## src/rtl/nand_port_pkg.sv

```systemverilog
package nand_port_pkg;
  localparam int OFS_W = 8;
  localparam int REG_W = 32;

  localparam logic [OFS_W-1:0] OFS_GLOB = 8'h00;
  localparam logic [OFS_W-1:0] OFS_CTRL = 8'hA0;
  localparam logic [OFS_W-1:0] OFS_STAT = 8'hAC;
  localparam logic [OFS_W-1:0] OFS_CMD  = 8'hB0;
  localparam logic [OFS_W-1:0] OFS_ADDR = 8'hB4;
  localparam logic [OFS_W-1:0] OFS_DATA = 8'hB8;

  localparam int GLB_RST   = 0;
  localparam int GLB_EN    = 3;
  localparam int CTL_RST   = 0;
  localparam int CTL_WP    = 24;
  localparam int CTL_CS    = 25;
  localparam int STAT_RB   = 18;
  localparam int ADDR_LAST = 31;

  localparam logic [REG_W-1:0] CTL_KEEP = 32'h0300_003E;

  typedef enum logic [1:0] {K_CMD, K_ADDR, K_WR, K_RD} cyc_kind_e;
  typedef enum logic [1:0] {PH_IDLE, PH_SETUP, PH_STROBE, PH_HOLD} cyc_phase_e;
endpackage

```

## src/rtl/nand_rb_sync.sv

```systemverilog
module nand_rb_sync #(
  parameter int STAGES = 2
) (
  input  logic clk,
  input  logic rst_n,
  input  logic rb_i,
  output logic rb_o
);
  logic [STAGES-1:0] sync_q, sync_d;

  always_comb sync_d = {sync_q[STAGES-2:0], rb_i};

  always_ff @(posedge clk or negedge rst_n) begin
    if (!rst_n) sync_q <= '0;
    else        sync_q <= sync_d;
  end

  assign rb_o = sync_q[STAGES-1];
endmodule

```

## src/rtl/nand_regfile.sv

```systemverilog
module nand_regfile
  import nand_port_pkg::*;
(
  input  logic             clk,
  input  logic             rst_n,
  input  logic             wr_en_i,
  input  logic [OFS_W-1:0] addr_i,
  input  logic [REG_W-1:0] wdata_i,
  output logic             nand_en_o,
  output logic [REG_W-1:0] ctrl_o
);
  logic             en_q, en_d;
  logic [REG_W-1:0] ctrl_q, ctrl_d;

  always_comb begin
    en_d   = en_q;
    ctrl_d = ctrl_q;
    if (wr_en_i) begin
      if (addr_i == OFS_GLOB) begin
        en_d = wdata_i[GLB_EN];
        if (wdata_i[GLB_RST]) ctrl_d = '0;
      end else if (addr_i == OFS_CTRL) begin
        ctrl_d = wdata_i[CTL_RST] ? '0 : (wdata_i & CTL_KEEP);
      end
    end
  end

  always_ff @(posedge clk or negedge rst_n) begin
    if (!rst_n) begin
      en_q   <= 1'b0;
      ctrl_q <= '0;
    end else if (wr_en_i) begin
      en_q   <= en_d;
      ctrl_q <= ctrl_d;
    end
  end

  assign nand_en_o = en_q;
  assign ctrl_o    = ctrl_q;


  glob_rst_clears_ctrl_chk: assert property (@(posedge clk) disable iff (!rst_n)
    (wr_en_i && addr_i == OFS_GLOB && wdata_i[GLB_RST]) |=> (ctrl_o == '0));
endmodule

```

## src/rtl/nand_cycle_seq.sv

```systemverilog
module nand_cycle_seq
  import nand_port_pkg::*;
#(
  parameter int STROBE_CYC = 3,
  parameter int HOLD_CYC   = 1,
  parameter int HOLD_LAST  = 4
) (
  input  logic      clk,
  input  logic      rst_n,
  input  logic      start_i,
  input  cyc_kind_e kind_i,
  input  logic [7:0] byte_i,
  input  logic      last_i,
  input  logic [7:0] dq_i,
  output logic      busy_o,
  output logic      done_o,
  output logic [7:0] rx_o,
  output logic      cle_o,
  output logic      ale_o,
  output logic      we_n_o,
  output logic      re_n_o,
  output logic [7:0] dq_o,
  output logic      dq_oe_o
);
  localparam int MAXC = (STROBE_CYC > HOLD_LAST) ?
                        ((STROBE_CYC > HOLD_CYC) ? STROBE_CYC : HOLD_CYC) :
                        ((HOLD_LAST > HOLD_CYC) ? HOLD_LAST : HOLD_CYC);
  localparam int CW = $clog2(MAXC + 1);

  cyc_phase_e phase_q, phase_d;
  logic [CW-1:0] cnt_q, cnt_d;
  cyc_kind_e kind_q;
  logic [7:0] byte_q, rx_q, rx_d;
  logic last_q, load_en, rx_en;

  always_comb begin
    phase_d = phase_q;
    cnt_d   = cnt_q;
    rx_d    = rx_q;
    rx_en   = 1'b0;
    load_en = 1'b0;
    done_o  = 1'b0;
    unique case (phase_q)
      PH_IDLE: if (start_i) begin
        phase_d = PH_SETUP;
        load_en = 1'b1;
      end
      PH_SETUP: begin
        phase_d = PH_STROBE;
        cnt_d   = CW'(STROBE_CYC - 1);
      end
      PH_STROBE: if (cnt_q == '0) begin
        phase_d = PH_HOLD;
        cnt_d   = (kind_q == K_ADDR && last_q) ? CW'(HOLD_LAST - 1) : CW'(HOLD_CYC - 1);
        if (kind_q == K_RD) begin
          rx_d  = dq_i;
          rx_en = 1'b1;
        end
      end else begin
        cnt_d = cnt_q - 1'b1;
      end
      PH_HOLD: if (cnt_q == '0) begin
        phase_d = PH_IDLE;
        done_o  = 1'b1;
      end else begin
        cnt_d = cnt_q - 1'b1;
      end
      default: phase_d = PH_IDLE;
    endcase
  end

  always_ff @(posedge clk or negedge rst_n) begin
    if (!rst_n) begin
      phase_q <= PH_IDLE;
      cnt_q   <= '0;
      kind_q  <= K_CMD;
      byte_q  <= '0;
      last_q  <= 1'b0;
      rx_q    <= '0;
    end else begin
      phase_q <= phase_d;
      cnt_q   <= cnt_d;
      if (load_en) begin
        kind_q <= kind_i;
        byte_q <= byte_i;
        last_q <= last_i;
      end
      if (rx_en) rx_q <= rx_d;
    end
  end

  assign busy_o  = (phase_q != PH_IDLE);
  assign cle_o   = busy_o && (kind_q == K_CMD);
  assign ale_o   = busy_o && (kind_q == K_ADDR);
  assign we_n_o  = !((phase_q == PH_STROBE) && (kind_q != K_RD));
  assign re_n_o  = !((phase_q == PH_STROBE) && (kind_q == K_RD));
  assign dq_oe_o = busy_o && (kind_q != K_RD);
  assign dq_o    = byte_q;
  assign rx_o    = rx_q;


  setup_before_strobe_chk: assert property (@(posedge clk) disable iff (!rst_n)
    $fell(we_n_o) |-> $past(dq_oe_o));


  strobe_stable_chk: assert property (@(posedge clk) disable iff (!rst_n)
    (!we_n_o && $past(!we_n_o)) |-> ($stable(dq_o) && $stable(cle_o) && $stable(ale_o)));


  strobe_excl_chk: assert property (@(posedge clk) disable iff (!rst_n)
    !(!we_n_o && !re_n_o));
endmodule

```

## src/rtl/nand_cycle_port.sv

```systemverilog
module nand_cycle_port
  import nand_port_pkg::*;
#(
  parameter int STROBE_CYC = 3,
  parameter int HOLD_CYC   = 1,
  parameter int HOLD_LAST  = 4,
  parameter int RB_STAGES  = 2
) (
  input  logic        clk,
  input  logic        rst_n,
  input  logic        bus_req,
  input  logic        bus_wr,
  input  logic [7:0]  bus_addr,
  input  logic [31:0] bus_wdata,
  output logic [31:0] bus_rdata,
  output logic        bus_ack,
  output logic        nand_ce_n,
  output logic        nand_wp_n,
  output logic        nand_cle,
  output logic        nand_ale,
  output logic        nand_we_n,
  output logic        nand_re_n,
  output logic [7:0]  nand_dq_o,
  output logic        nand_dq_oe,
  input  logic [7:0]  nand_dq_i,
  input  logic        nand_rb
);
  logic rst_meta, rst_s;
  always_ff @(posedge clk or negedge rst_n) begin
    if (!rst_n) begin
      rst_meta <= 1'b0;
      rst_s    <= 1'b0;
    end else begin
      rst_meta <= 1'b1;
      rst_s    <= rst_meta;
    end
  end

  logic             nand_en, seq_busy, seq_done, rb_s;
  logic [REG_W-1:0] ctrl;
  logic [7:0]       seq_rx;
  logic             accept, launch, reg_done, ack_q, ack_d;
  logic             is_cyc_wr, is_cyc_rd;
  cyc_kind_e        kind;
  logic [REG_W-1:0] rdata_q, rdata_d, reg_rd;

  assign accept    = bus_req && !seq_busy && !ack_q;
  assign is_cyc_wr = bus_wr && (bus_addr == OFS_CMD || bus_addr == OFS_ADDR || bus_addr == OFS_DATA);
  assign is_cyc_rd = !bus_wr && (bus_addr == OFS_DATA);
  assign launch    = accept && nand_en && (is_cyc_wr || is_cyc_rd);
  assign reg_done  = accept && !launch;

  always_comb begin
    if (!bus_wr)                    kind = K_RD;
    else if (bus_addr == OFS_CMD)   kind = K_CMD;
    else if (bus_addr == OFS_ADDR)  kind = K_ADDR;
    else                            kind = K_WR;
  end

  nand_regfile u_regs (
    .clk(clk), .rst_n(rst_s), .wr_en_i(accept && bus_wr),
    .addr_i(bus_addr), .wdata_i(bus_wdata),
    .nand_en_o(nand_en), .ctrl_o(ctrl)
  );

  nand_rb_sync #(.STAGES(RB_STAGES)) u_rb (
    .clk(clk), .rst_n(rst_s), .rb_i(nand_rb), .rb_o(rb_s)
  );

  nand_cycle_seq #(.STROBE_CYC(STROBE_CYC), .HOLD_CYC(HOLD_CYC), .HOLD_LAST(HOLD_LAST)) u_seq (
    .clk(clk), .rst_n(rst_s), .start_i(launch), .kind_i(kind),
    .byte_i(bus_wdata[7:0]), .last_i(bus_wdata[ADDR_LAST]), .dq_i(nand_dq_i),
    .busy_o(seq_busy), .done_o(seq_done), .rx_o(seq_rx),
    .cle_o(nand_cle), .ale_o(nand_ale), .we_n_o(nand_we_n), .re_n_o(nand_re_n),
    .dq_o(nand_dq_o), .dq_oe_o(nand_dq_oe)
  );

  always_comb begin
    reg_rd = '0;
    unique case (bus_addr)
      OFS_GLOB: reg_rd[GLB_EN]  = nand_en;
      OFS_CTRL: reg_rd          = ctrl;
      OFS_STAT: reg_rd[STAT_RB] = rb_s;
      default:  reg_rd          = '0;
    endcase
  end

  always_comb begin
    ack_d   = reg_done || seq_done;
    rdata_d = seq_done ? {24'b0, seq_rx} : reg_rd;
  end

  always_ff @(posedge clk or negedge rst_s) begin
    if (!rst_s) begin
      ack_q   <= 1'b0;
      rdata_q <= '0;
    end else begin
      ack_q <= ack_d;
      if (ack_d) rdata_q <= rdata_d;
    end
  end

  assign bus_ack   = ack_q;
  assign bus_rdata = rdata_q;
  assign nand_ce_n = !(nand_en && ctrl[CTL_CS]);
  assign nand_wp_n = ctrl[CTL_WP];


  ack_pulse_chk: assert property (@(posedge clk) disable iff (!rst_s)
    bus_ack |=> !bus_ack);


  no_strobe_disabled_chk: assert property (@(posedge clk) disable iff (!rst_s)
    !nand_en |-> (nand_we_n && nand_re_n));
endmodule

```

## config.mk

```make
export PLATFORM = sky130hd
export DESIGN_NAME = nand_cycle_port
export DESIGN_NICKNAME = d
export VERILOG_FILES = /design/src/rtl/nand_port_pkg.sv /design/src/rtl/nand_rb_sync.sv /design/src/rtl/nand_regfile.sv /design/src/rtl/nand_cycle_seq.sv /design/src/rtl/nand_cycle_port.sv
export SDC_FILE = /design/constraint.sdc
export NUM_CORES = 1
export LEC_CHECK = 0
export BUFFER_PORTS_ARGS = -buffer_cell sky130_fd_sc_hd__buf_2
export CAP_MARGIN = 15
export CORE_AREA = 2 2 105 107
export CTS_CLUSTER_SIZE = 12
export DETAILED_ROUTE_END_ITERATION = 8
export DIE_AREA = 0 0 107 109
export PLACE_DENSITY_LB_ADDON = 0.05
export REMOVE_ABC_BUFFERS = 1
export SLEW_MARGIN = 5
export SYNTH_ARGS = -nofsm -noshare
export SYNTH_HDL_FRONTEND = slang
export SYNTH_HIERARCHICAL = 1
export SYNTH_SLANG_ARGS = --single-unit
```

## constraint.sdc

```tcl
create_clock -name clk -period 3.8 [get_ports clk]
set_input_delay 0.76 -clock clk [delete_from_list [all_inputs] [get_ports clk]]
set_output_delay 0.76 -clock clk [all_outputs]
set_load 0.03 [all_outputs]
```

==> results of run 1 <==
synth_stat cells, types with 3 or more instances:
cell type	n
a21oi_1	3
a22o_1	7
a22oi_1	7
buf_2	4
buf_4	27
clkbuf_1	4
dfrtp_1	69
ha_1	6
inv_1	7
mux2_2	12
mux2_4	8
mux2i_1	25
nand2_1	30
nand2b_1	31
nor2_1	7
nor3b_1	3
o21ai_1	7
through the flow:
step | total power, mW | cells | setup slack [ps]
after floorplan | 1.27 | 291 | 1070
after detailed placement | 1.42 | 513 | 908
after global routing | 2.32 | 529 | 714
after CTS | 2.23 | 529 | 847
after global placement | 1.42 | 513 | 875
final | 2.19 | 529 | 876
registers in the layout, summed over array words and instances (netlist names), 2 cells and up:
| signal | flops |
|---|---|
| bus_rdata | 32 |
| u_seq/dq_o | 8 |
| u_seq/rx_o | 8 |
| u_regs/ctrl_o | 7 |
| u_seq/cnt_q | 3 |
| u_rb/sync_q | 2 |
| u_seq/kind_q | 2 |
| u_seq/phase_q | 2 |
per-layer routing:
| metal | up-vias | global-route usage |
|---|---|---|
| li1 | 1160 | - |
| met1 | 1116 | 0.205 |
| met2 | 45 | 0.206 |
| met3 | 8 | 0.0347 |
| met4 | 0 | 0.0696 |
| met5 | - | 0 |
how the worst max path moves through the flow:
stage | endpoint | slack (ps) | cells after the start
6_report | u_regs/nand_en_o$_DFFE_PN0P_ | 880 | 8
5_1_grt | u_regs/nand_en_o$_DFFE_PN0P_ | 710 | 8
4_1_cts | u_regs/nand_en_o$_DFFE_PN0P_ | 850 | 8
3_5_place_dp | u_regs/nand_en_o$_DFFE_PN0P_ | 910 | 8
3_3_place_gp | u_regs/nand_en_o$_DFFE_PN0P_ | 880 | 6
2_1_floorplan | u_regs/nand_en_o$_DFFE_PN0P_ | 1070 | 8
critical path, cell delays in order (launching register included):
cell	delay, ps
dfrtp_1	390
inv_1	120
ha_1	250
inv_1	70
or3b_1	520
nor2_1	130
or4b_4	500
or4_1	500
mux2_1	330
area by class of cell:
cell class	instances	area (sq um)	share of cell area
Inverter	7	26.3	0.00616
Timing Repair Buffer	82	418	0.0980
Sequential cell	69	1730	0.406
Multi-Input combinational cell	215	1650	0.388
Clock inverter	7	138	0.0323
Tap cell	140	175	0.0411
Clock buffer	9	124	0.0290
logic make-up after synthesis:
| logic type | Yosys count | share of synthesized area |
|---|---|---|
| simple gates | 98 | 0.182 |
| flops | 69 | 0.483 |
| mux | 46 | 0.144 |
| buf+inv | 44 | 0.0801 |
| compound gates | 38 | 0.0853 |
| fa+ha+maj | 6 | 0.0210 |
| other cells | 2 | 0.00210 |
| xor+xnor | 1 | 0.00245 |
report_power, final:
group	internal, mW	switching [mW]	total, mW
Clock	0.500	0.290	0.790
Combinational	0.247	0.336	0.583
Sequential	0.772	0.0418	0.814
==> metrics.txt, run 1 <==
outcome=complete, no violations; post-route cell area=4270 sq um; total routed wire length on the met1 layer=3.81 mm; DP Area=4000 sq um; initial antenna violation count=0; post-detailed-route wirelength per cell=14.6 um; initial core utilization=0.337; Worst-path clk slew=80 ps; number of max-cap violations=0; worst setup path category=flop to flop; crit share post-route=0.769; most common cell after layout, fill and taps aside=buf_2; Total GRT Usage=0.144; maximum number of pins on one net before global-route repair=68; buffer type at the clock tree root=clkbuf_8; number of antenna-violating nets in the routed design=0; worst reg2reg path endpoint=u_regs/nand_en_o$_DFFE_PN0P_; share of synthesized flip-flops with an asynchronous set or reset=1.00; data required time of the critical path=4030 ps; Final Max Tran Viols=0; fmax=0.342 GHz; sink count of the clock tree=69; Worst-Skew Late Latency=350 ps; Routed Wire Length=7.72 mm; Layout fillers=1065; Reg-to-Reg Start=u_seq/phase_q[0]$_DFFE_PN0P_; nets@finish=443; Crit path arrival time=3150 ps; number of vias per cell=4.40; post-DP HPWL=5.14 mm; kind of capture point of the worst setup path=flop; static leakage power=2.08 nW; share of layout cells above drive strength 1=0.352; worst min path class=primary input to asynchronous set/reset pin; boundary pin count=101; Die Height=109 um; placement row count=38; total number of H-tree levels=3; Post-synth EDFFs=0; clock skew=8.24 ps; Critical path origin=u_seq/phase_q[0]$_DFFE_PN0P_; share of synthesized area occupied by flip-flops and latches=0.483; remaining max-slew budget at the tightest pin=0.395; Clock Path Buffers=2; register bit count reported by yosys=69; synthesized area=3580 sq um; total via count after detailed routing=2329; area growth from synthesis to final layout=19.2%; Final Hold Slack=184 ps; instance count of the mapped netlist=304; met2 WL=3.53 mm; horizontal extent of the die=107 um; worst r2r path cells=8; top library cells by usage in the layout, fill and taps aside=buf_2 (79), dfrtp_1 (68), nand2b_1 (31), nand2_1 (30), conb_1 (26); fraction of post-synthesis cell area in the top cell type by area=0.483; Setup Total Neg Slack=0 ps; post-CTS setup buffers=0; Resize count post-CTS=0; gr ovfl total=0; placeable core region=10600 sq um; TritonCTS Buffers=9; startpoint type of the worst setup path=flop; last weighted congestion value of the routability-driven placer=0.655; Worst IR Drop VDD=233 uV; Finished Core Util=0.402; unrepaired setup endpoints after global routing=no; number of antenna cells inserted=0; number of iterations in the first detailed-routing pass=4; Max Fanout on Critical Path=5; count of hold-fix buffers inserted at cts=0; Iter 0 DRT Violations=44; measured slew at the worst slew-check pin=907 ps; count of unique library cells instantiated by Yosys=56; clock tree from TritonCTS=yes; # port buffers=79; routed length on met3=278 um; leading area contributor after synthesis=dfrtp_1; number of global-route vias before repair=2357; Final Critical Period=2920 ps; setup-violating endpoint count in the final report=0; residual DRC count=0; total power density per cell area=513 nW/um^2; Die Footprint=11700 sq um; dominant cells by area after synthesis=dfrtp_1 (48%), mux2i_1 (7.0%), buf_4 (5.7%); count of warnings emitted by yosys=6; first-pass GRT wire length=12.6 mm; highest routed metal layer=met4; Hold Violations, Final=0; reg-to-reg slack, setup=880 ps; post-synthesis area per instance=11.8 sq um; most common flop cell mapped by yosys=dfrtp_1
Power figures use the tool's default switching activity.
==> run 2, diff against run 1 <==
==> constraint.sdc (replaced) <==
create_clock -name clk -period 2.9 [get_ports clk]
set_input_delay 0.58 -clock clk [delete_from_list [all_inputs] [get_ports clk]]
set_output_delay 0.58 -clock clk [all_outputs]
set_load 0.03 [all_outputs]
==> metrics.txt, run 2 (synthesis results as in run 1) <==
Routed Wire Length=7.73 mm (was 7.72 mm); initial antenna violation count=0 (unchanged); total power density per cell area=631 nW/um^2 (was 513 nW/um^2); total number of H-tree levels=3 (unchanged); nets@finish=448 (was 443); total via count after detailed routing=2385 (was 2329); share of layout cells above drive strength 1=0.358 (was 0.352); Die Footprint=11700 sq um (unchanged); Critical path origin=u_seq/phase_q[0]$_DFFE_PN0P_ (unchanged); # port buffers=79 (unchanged); crit share post-route=0.931 (was 0.769); Final Critical Period=2700 ps (was 2920 ps); number of antenna-violating nets in the routed design=0 (unchanged); Hold Violations, Final=0 (unchanged); Cells after DPL=517 (was 513); maximum number of pins on one net before global-route repair=68 (unchanged); first-pass GRT wire length=12.8 mm (was 12.6 mm); outcome=complete, no violations (unchanged); Crit path arrival time=2930 ps (was 3150 ps); worst r2r path cells=8 (unchanged); post-route cell area=4270 sq um (about the same); clock tree from TritonCTS=yes (unchanged); unrepaired setup endpoints after global routing=no (unchanged); worst setup path category=flop to flop (unchanged); number of antenna cells inserted=0 (unchanged); Resize count post-CTS=0 (unchanged); number of iterations in the first detailed-routing pass=4 (unchanged); Iter 0 DRT Violations=102 (was 44); Final Max Tran Viols=0 (unchanged); sum of buffers and inverters on the critical path=2 (unchanged); flip-flop count of the largest register, all copies and words added=32 (unchanged); Max Fanout on Critical Path=4 (was 5); worst min path class=primary input to flop (was primary input to asynchronous set/reset pin); Worst-path clk slew=80 ps (about the same); Finished Core Util=0.403 (was 0.402); post-CTS setup buffers=0 (unchanged); DP Area=4060 sq um (was 4000 sq um); library cell contributing the largest single delay on the critical path=or4b_4 (was or3b_1); area growth from synthesis to final layout=19.3% (was 19.2%); worst setup slack after layout=201 ps (was 876 ps); boundary pin count=101 (unchanged); post-detailed-route wirelength per cell=14.5 um (was 14.6 um); Total GRT Usage=0.145 (was 0.144); fmax=0.370 GHz (was 0.342 GHz); buffer type at the clock tree root=clkbuf_8 (unchanged); placement row count=38 (unchanged); post-DP HPWL=5.27 mm (was 5.14 mm); hold path depth=1; Worst-Skew Late Latency=350 ps (about the same); last weighted congestion value of the routability-driven placer=0.741 (was 0.655); Worst IR Drop VDD=260 uV (was 233 uV); stages on the worst setup path=8 (unchanged); TritonCTS Buffers=9 (unchanged); clock skew=13.8 ps (was 8.24 ps); Reg-to-Reg Start=u_seq/phase_q[0]$_DFFE_PN0P_ (unchanged); residual DRC count=0 (unchanged); number of max-cap violations=0 (unchanged); top library cells by usage in the layout, fill and taps aside=buf_2 (79), dfrtp_1 (68), nand2b_1 (31), nand2_1 (30), conb_1 (26) (unchanged); static leakage power=2.07 nW (was 2.08 nW); setup slack at placement=209 ps (was 908 ps); cell-by-cell trace of the critical path=inv_1, ha_1, inv_1, or3b_1, nor2_1, or4b_4, or4_1, mux2_1 (unchanged); kind of capture point of the worst setup path=flop (unchanged); initial core utilization=0.337 (unchanged); setup-violating endpoint count in the final report=0 (unchanged); remaining max-slew budget at the tightest pin=0.380 (was 0.395); Die Height=109 um (unchanged); gr ovfl total=0 (unchanged); data required time of the critical path=3130 ps (was 4030 ps); most common cell after layout, fill and taps aside=buf_2 (unchanged); number of vias per cell=4.47 (was 4.40); number of global-route vias before repair=2462 (was 2357); startpoint type of the worst setup path=flop (unchanged); horizontal extent of the die=107 um (unchanged); highest cell delay on the worst timing path=500 ps (was 520 ps); count of hold-fix buffers inserted at cts=1 (was 0); family with the most delay on the worst path=simple AND/OR/NAND/NOR gates (unchanged); Setup Total Neg Slack=0 ps (unchanged); most numerous cell on the critical path=inv_1 (unchanged); placeable core region=10600 sq um (unchanged); post-route non-filler standard cell count=534 (was 529); Clock Path Buffers=2 (unchanged); sink count of the clock tree=69 (unchanged); Hold Startpoint=nand_rb; measured slew at the worst slew-check pin=931 ps (was 907 ps)
run 2: changes by cell type in the layout (fill, tap and decap cells not counted), sizes merged:
cell / delta
clkinvlp: +2
dlygate4sd3: +1
buf: +4
clkbuf: +1
bufinv: -3
run 2: layout make-up:
class                           count  area [sq um]
Clock buffer                       10           138
Clock inverter                      6          62.6
Fill cell                        1068          6330
Inverter                            7          26.3
Multi-Input combinational cell    215          1650
Sequential cell                    69          1730
Tap cell                          140           175
Timing Repair Buffer               87           483
run 2: power by group:
group          total, mW  leakage, nW  switching (mW)  internal, mW
Combinational      0.814         1.04           0.453         0.362
Sequential          1.06        0.944          0.0528          1.01
Clock              0.814       0.0943           0.396         0.418
Total               2.69         2.07           0.902          1.79
run 2: metrics by stage:
| step | total power [mW] | hold slack (ps) |
|---|---|---|
| after global placement | 1.90 | 339 |
| after floorplan | 1.67 | 284 |
| after global routing | 2.86 | 308 |
| after CTS | 2.73 | 324 |
| after detailed placement | 1.91 | 346 |
| final | 2.69 | 339 |
run 2: worst paths after layout:
kind / to / slack (ps)
setup / recovery: u_regs/nand_en_o$_DFFE_PN0P_ / 200
hold / removal: u_rb/sync_q[0]$_DFF_PN0_ / 340
setup reg to reg: u_regs/nand_en_o$_DFFE_PN0P_ / 200
hold reg to reg: rst_s$_DFF_PN0_ / 360
max in group asynchronous: bus_rdata[29]$_DFFE_PN0P_ / 1800
min in group asynchronous: u_seq/dq_o[3]$_DFFE_PN0P_ / 460
run 2: layer usage:
| layer | vias to the layer above | part of all wire | track usage |
|---|---|---|---|
| met4 | 0 | 0.010 | 0.0473 |
| met1 | 1160 | 0.49 | 0.200 |
| met3 | 6 | 0.044 | 0.0383 |
| li1 | 1171 | - | - |
| met2 | 48 | 0.46 | 0.221 |
| met5 | - | 0 | 0 |
==> run 3, diff against run 2 <==
--- a/config.mk
+++ b/config.mk
@@ -7,14 +7,15 @@
 export LEC_CHECK = 0
 export BUFFER_PORTS_ARGS = -buffer_cell sky130_fd_sc_hd__buf_2
 export CAP_MARGIN = 15
-export CORE_AREA = 2 2 105 107
+export CELL_PAD_IN_SITES_DETAIL_PLACEMENT = 2
+export CELL_PAD_IN_SITES_GLOBAL_PLACEMENT = 2
+export CORE_AREA = 2 2 93 95
 export CTS_CLUSTER_SIZE = 12
 export DETAILED_ROUTE_END_ITERATION = 8
-export DIE_AREA = 0 0 107 109
+export DIE_AREA = 0 0 95 97
 export PLACE_DENSITY_LB_ADDON = 0.05
 export REMOVE_ABC_BUFFERS = 1
 export SLEW_MARGIN = 5
 export SYNTH_ARGS = -nofsm -noshare
 export SYNTH_HDL_FRONTEND = slang
-export SYNTH_HIERARCHICAL = 1
 export SYNTH_SLANG_ARGS = --single-unit
==> metrics.txt, run 3 <==
outcome=complete, no violations (unchanged); Switch Pwr=0.623 mW (was 0.902 mW); data required time of the critical path=3100 ps (was 3130 ps); worst r2r path cells=6 (was 8); clock tree from TritonCTS=yes (unchanged); dominant cells by area after synthesis=dfrtp_1 (52%), mux2_2 (9.7%), buf_4 (6.8%) (was dfrtp_1 (48%), mux2i_1 (7.0%), buf_4 (5.7%)); combinational power share=0.316 (was 0.302); stages on the worst setup path=6 (was 8); part of the power in the clock network=0.240 (was 0.302); number of global-route vias before repair=1822 (was 2462); most common cell after layout, fill and taps aside=buf_2 (unchanged); TritonCTS Buffers=5 (was 9); number of antenna cells inserted=0 (unchanged); fraction of post-synthesis cell area in the top cell type by area=0.515 (was 0.483); buffer type at the clock tree root=clkbuf_8 (unchanged); Iter 0 DRT Violations=12 (was 102); sum of buffers and inverters on the critical path=1 (was 2); DP Area=2640 sq um (was 4060 sq um); initial antenna violation count=0 (unchanged); Worst-path clk slew=90 ps (was 80 ps); share of layout cells above drive strength 1=0.378 (was 0.358); gr ovfl total=0 (unchanged); first-pass GRT wire length=9.39 mm (was 12.8 mm); Clock Path Buffers=2 (unchanged); residual DRC count=0 (unchanged); unrepaired setup endpoints after global routing=no (unchanged); share of synthesized area occupied by flip-flops and latches=0.515 (was 0.483); measured slew at the worst slew-check pin=561 ps (was 931 ps); family with the most delay on the worst path=simple AND/OR/NAND/NOR gates (unchanged); total via count after detailed routing=1654 (was 2385); post-synthesis area per instance=12.3 sq um (was 11.8 sq um); number of antenna-violating nets in the routed design=0 (unchanged); count of hold-fix buffers inserted at cts=0 (was 1); boundary pin count=101 (unchanged); top library cells by usage in the layout, fill and taps aside=buf_2 (58), dfrtp_1 (47), conb_1 (22), mux2_2 (20), a22o_1 (16) (was buf_2 (79), dfrtp_1 (68), nand2b_1 (31), nand2_1 (30), conb_1 (26)); Hold Violations, Final=0 (unchanged); most common flop cell mapped by yosys=dfrtp_1 (unchanged); Setup Total Neg Slack=0 ps (unchanged); Post-synth EDFFs=0 (unchanged); synthesized area=2330 sq um (was 3580 sq um); most repeated cell in the gate-level netlist after synthesis=dfrtp_1 (unchanged); post-route cell area=2750 sq um (was 4270 sq um); Int Pwr=1.06 mW (was 1.79 mW); number of iterations in the first detailed-routing pass=4 (unchanged); total power density per cell area=613 nW/um^2 (was 631 nW/um^2); total number of H-tree levels=2 (was 3); flip-flop count of the largest register, all copies and words added=11 (was 32); highest cell delay on the worst timing path=470 ps (was 500 ps); # port buffers=58 (was 79); post-DP HPWL=4.25 mm (was 5.27 mm); worst setup path category=flop to flop (unchanged); placement row count=33 (was 38); Finished Core Util=0.338 (was 0.403); register bit count reported by yosys=48 (was 69); initial core utilization=0.287 (was 0.337); cell-by-cell trace of the critical path=inv_1, ha_1, and3b_1, and2_1, nand4b_1, a22o_1 (was inv_1, ha_1, inv_1, or3b_1, nor2_1, or4b_4, or4_1, mux2_1); leading area contributor after synthesis=dfrtp_1 (unchanged); crit share post-route=0.765 (was 0.931); count of unique library cells instantiated by Yosys=44 (was 56); placeable core region=8130 sq um (was 10600 sq um); commonest cells in the netlist=dfrtp_1 (48), buf_4 (21), mux2_2 (20) (was dfrtp_1 (69), nand2b_1 (31), nand2_1 (30)); highest routed metal layer=met4 (unchanged); startpoint type of the worst setup path=flop (unchanged); last weighted congestion value of the routability-driven placer=0.705 (was 0.741); Worst IR Drop VDD=175 uV (was 260 uV); Resize count post-CTS=0 (unchanged); total power of the final layout=1.68 mW (was 2.69 mW); Total GRT Usage=0.132 (was 0.145); setup-violating endpoint count in the final report=0 (unchanged); library cell contributing the largest single delay on the critical path=ha_1 (was or4b_4); Die Height=97 um (was 109 um); instance count of the mapped netlist=190 (was 304); met2 WL=2.79 mm (was 3.55 mm); total routed wire length on the met1 layer=2.45 mm (was 3.77 mm); count of warnings emitted by yosys=0 (was 6); number of max-cap violations=0 (unchanged); Max Fanout on Critical Path=11 (was 4); post-CTS setup buffers=0 (unchanged); fmax=0.451 GHz (was 0.370 GHz); portion of total power attributed to sequential cells=0.444 (was 0.395); clock skew=7.08 ps (was 13.8 ps); worst min path class=primary input to asynchronous set/reset pin (was primary input to flop); kind of capture point of the worst setup path=flop (unchanged); sink count of the clock tree=48 (was 69); static leakage power=1.47 nW (was 2.07 nW); Die Footprint=9220 sq um (was 11700 sq um); Final Critical Period=2220 ps (was 2700 ps); switching share of total power=0.370 (was 0.335); Crit path arrival time=2420 ps (was 2930 ps); maximum number of pins on one net before global-route repair=47 (was 68); nets@finish=309 (was 448); Final Max Tran Viols=0 (unchanged); remaining max-slew budget at the tightest pin=0.626 (was 0.380); post-detailed-route wirelength per cell=15.7 um (was 14.5 um); area growth from synthesis to final layout=17.9% (was 19.3%); number of vias per cell=4.65 (was 4.47); Routed Wire Length=5.60 mm (was 7.73 mm); horizontal extent of the die=95 um (was 107 um); routed length on met3=305 um (was 338 um); share of synthesized flip-flops with an asynchronous set or reset=1.00 (unchanged); Worst-Skew Late Latency=300 ps (was 350 ps)
run 3: cell types whose count changed after synthesis, moves of 5 or more:
cell,previous run,this run
a22oi_1,7,1
mux2_4,8,0
o21ai_1,7,0
a22o_1,7,16
nor3_1,1,6
nand2b_1,31,1
nand2_1,30,5
dfrtp_1,69,48
mux2_2,12,20
mux2i_1,25,1
buf_4,27,21
run 3: per-layer routing:
layer / GRT usage / vias up
met5: 0 / -
met4: 0.0334 / 0
met3: 0.0343 / 6
met2: 0.223 / 54
met1: 0.166 / 828
li1: - / 766
run 3: final timing paths:
path | startpoint | to | slack (ps)
max | u_seq.phase_q[0]$_DFFE_PN0P_ | u_regs.ctrl_o[3]$_DFFE_PN0P_ | 680
min | rst_n | rst_s$_DFF_PN0_ | 40
max reg2reg | u_seq.phase_q[0]$_DFFE_PN0P_ | u_regs.ctrl_o[3]$_DFFE_PN0P_ | 680
min reg2reg | rst_s$_DFF_PN0_ | u_regs.ctrl_o[3]$_DFFE_PN0P_ | 170
max in group asynchronous | rst_s$_DFF_PN0_ | u_seq.cnt_q[0]$_DFFE_PN0P_ | 2230
min in group clk | u_rb.sync_q[0]$_DFF_PN0_ | u_rb.sync_q[1]$_DFF_PN0_ | 360
run 3: cells by family after synthesis:
logic type / count (synthesis) / synth area share
and+or+nand+nor: 44 / 0.125
adders and majority gates: 6 / 0.0322
other: 2 / 0.00322
muxes: 21 / 0.101
AOI/OAI and AO/OA: 38 / 0.136
buffers and inverters: 31 / 0.0880
DFF: 48 / 0.515
run 3: per-stage QoR:
step	hold slack [ps]	setup slack (ps)	instances
2_1_floorplan	284	848	184
3_3_place_gp	334	683	347
3_5_place_dp	336	720	347
4_1_cts	28.5	694	355
5_1_grt	23.5	506	356
6_report	41.7	682	356
run 3: power by group through the flow:
stage	clock network (mW)	registers (mW)	logic, mW
global placement	0	0.772	0.526
detailed placement	0	0.773	0.526
floorplan	0	0.769	0.370
CTS	0.426	0.759	0.527
global route	0.451	0.757	0.602
finish	0.403	0.748	0.533
run 3: worst reg2reg max path, cell delays in order, from the launching register on:
cell,delay (ps)
dfrtp_1,390
inv_1,120
ha_1,470
and3b_1,360
and2_1,210
nand4b_1,280
a22o_1,280
run 3: layout make-up:
type	instances	area (sq um)
fillers	907	5390
flip-flops and latches	48	1200
multi-input cells	131	1000
repair buffers	59	310
well taps	105	131
clock buffers	6	72.6
inverters	5	18.8
clock inverters	2	12.5
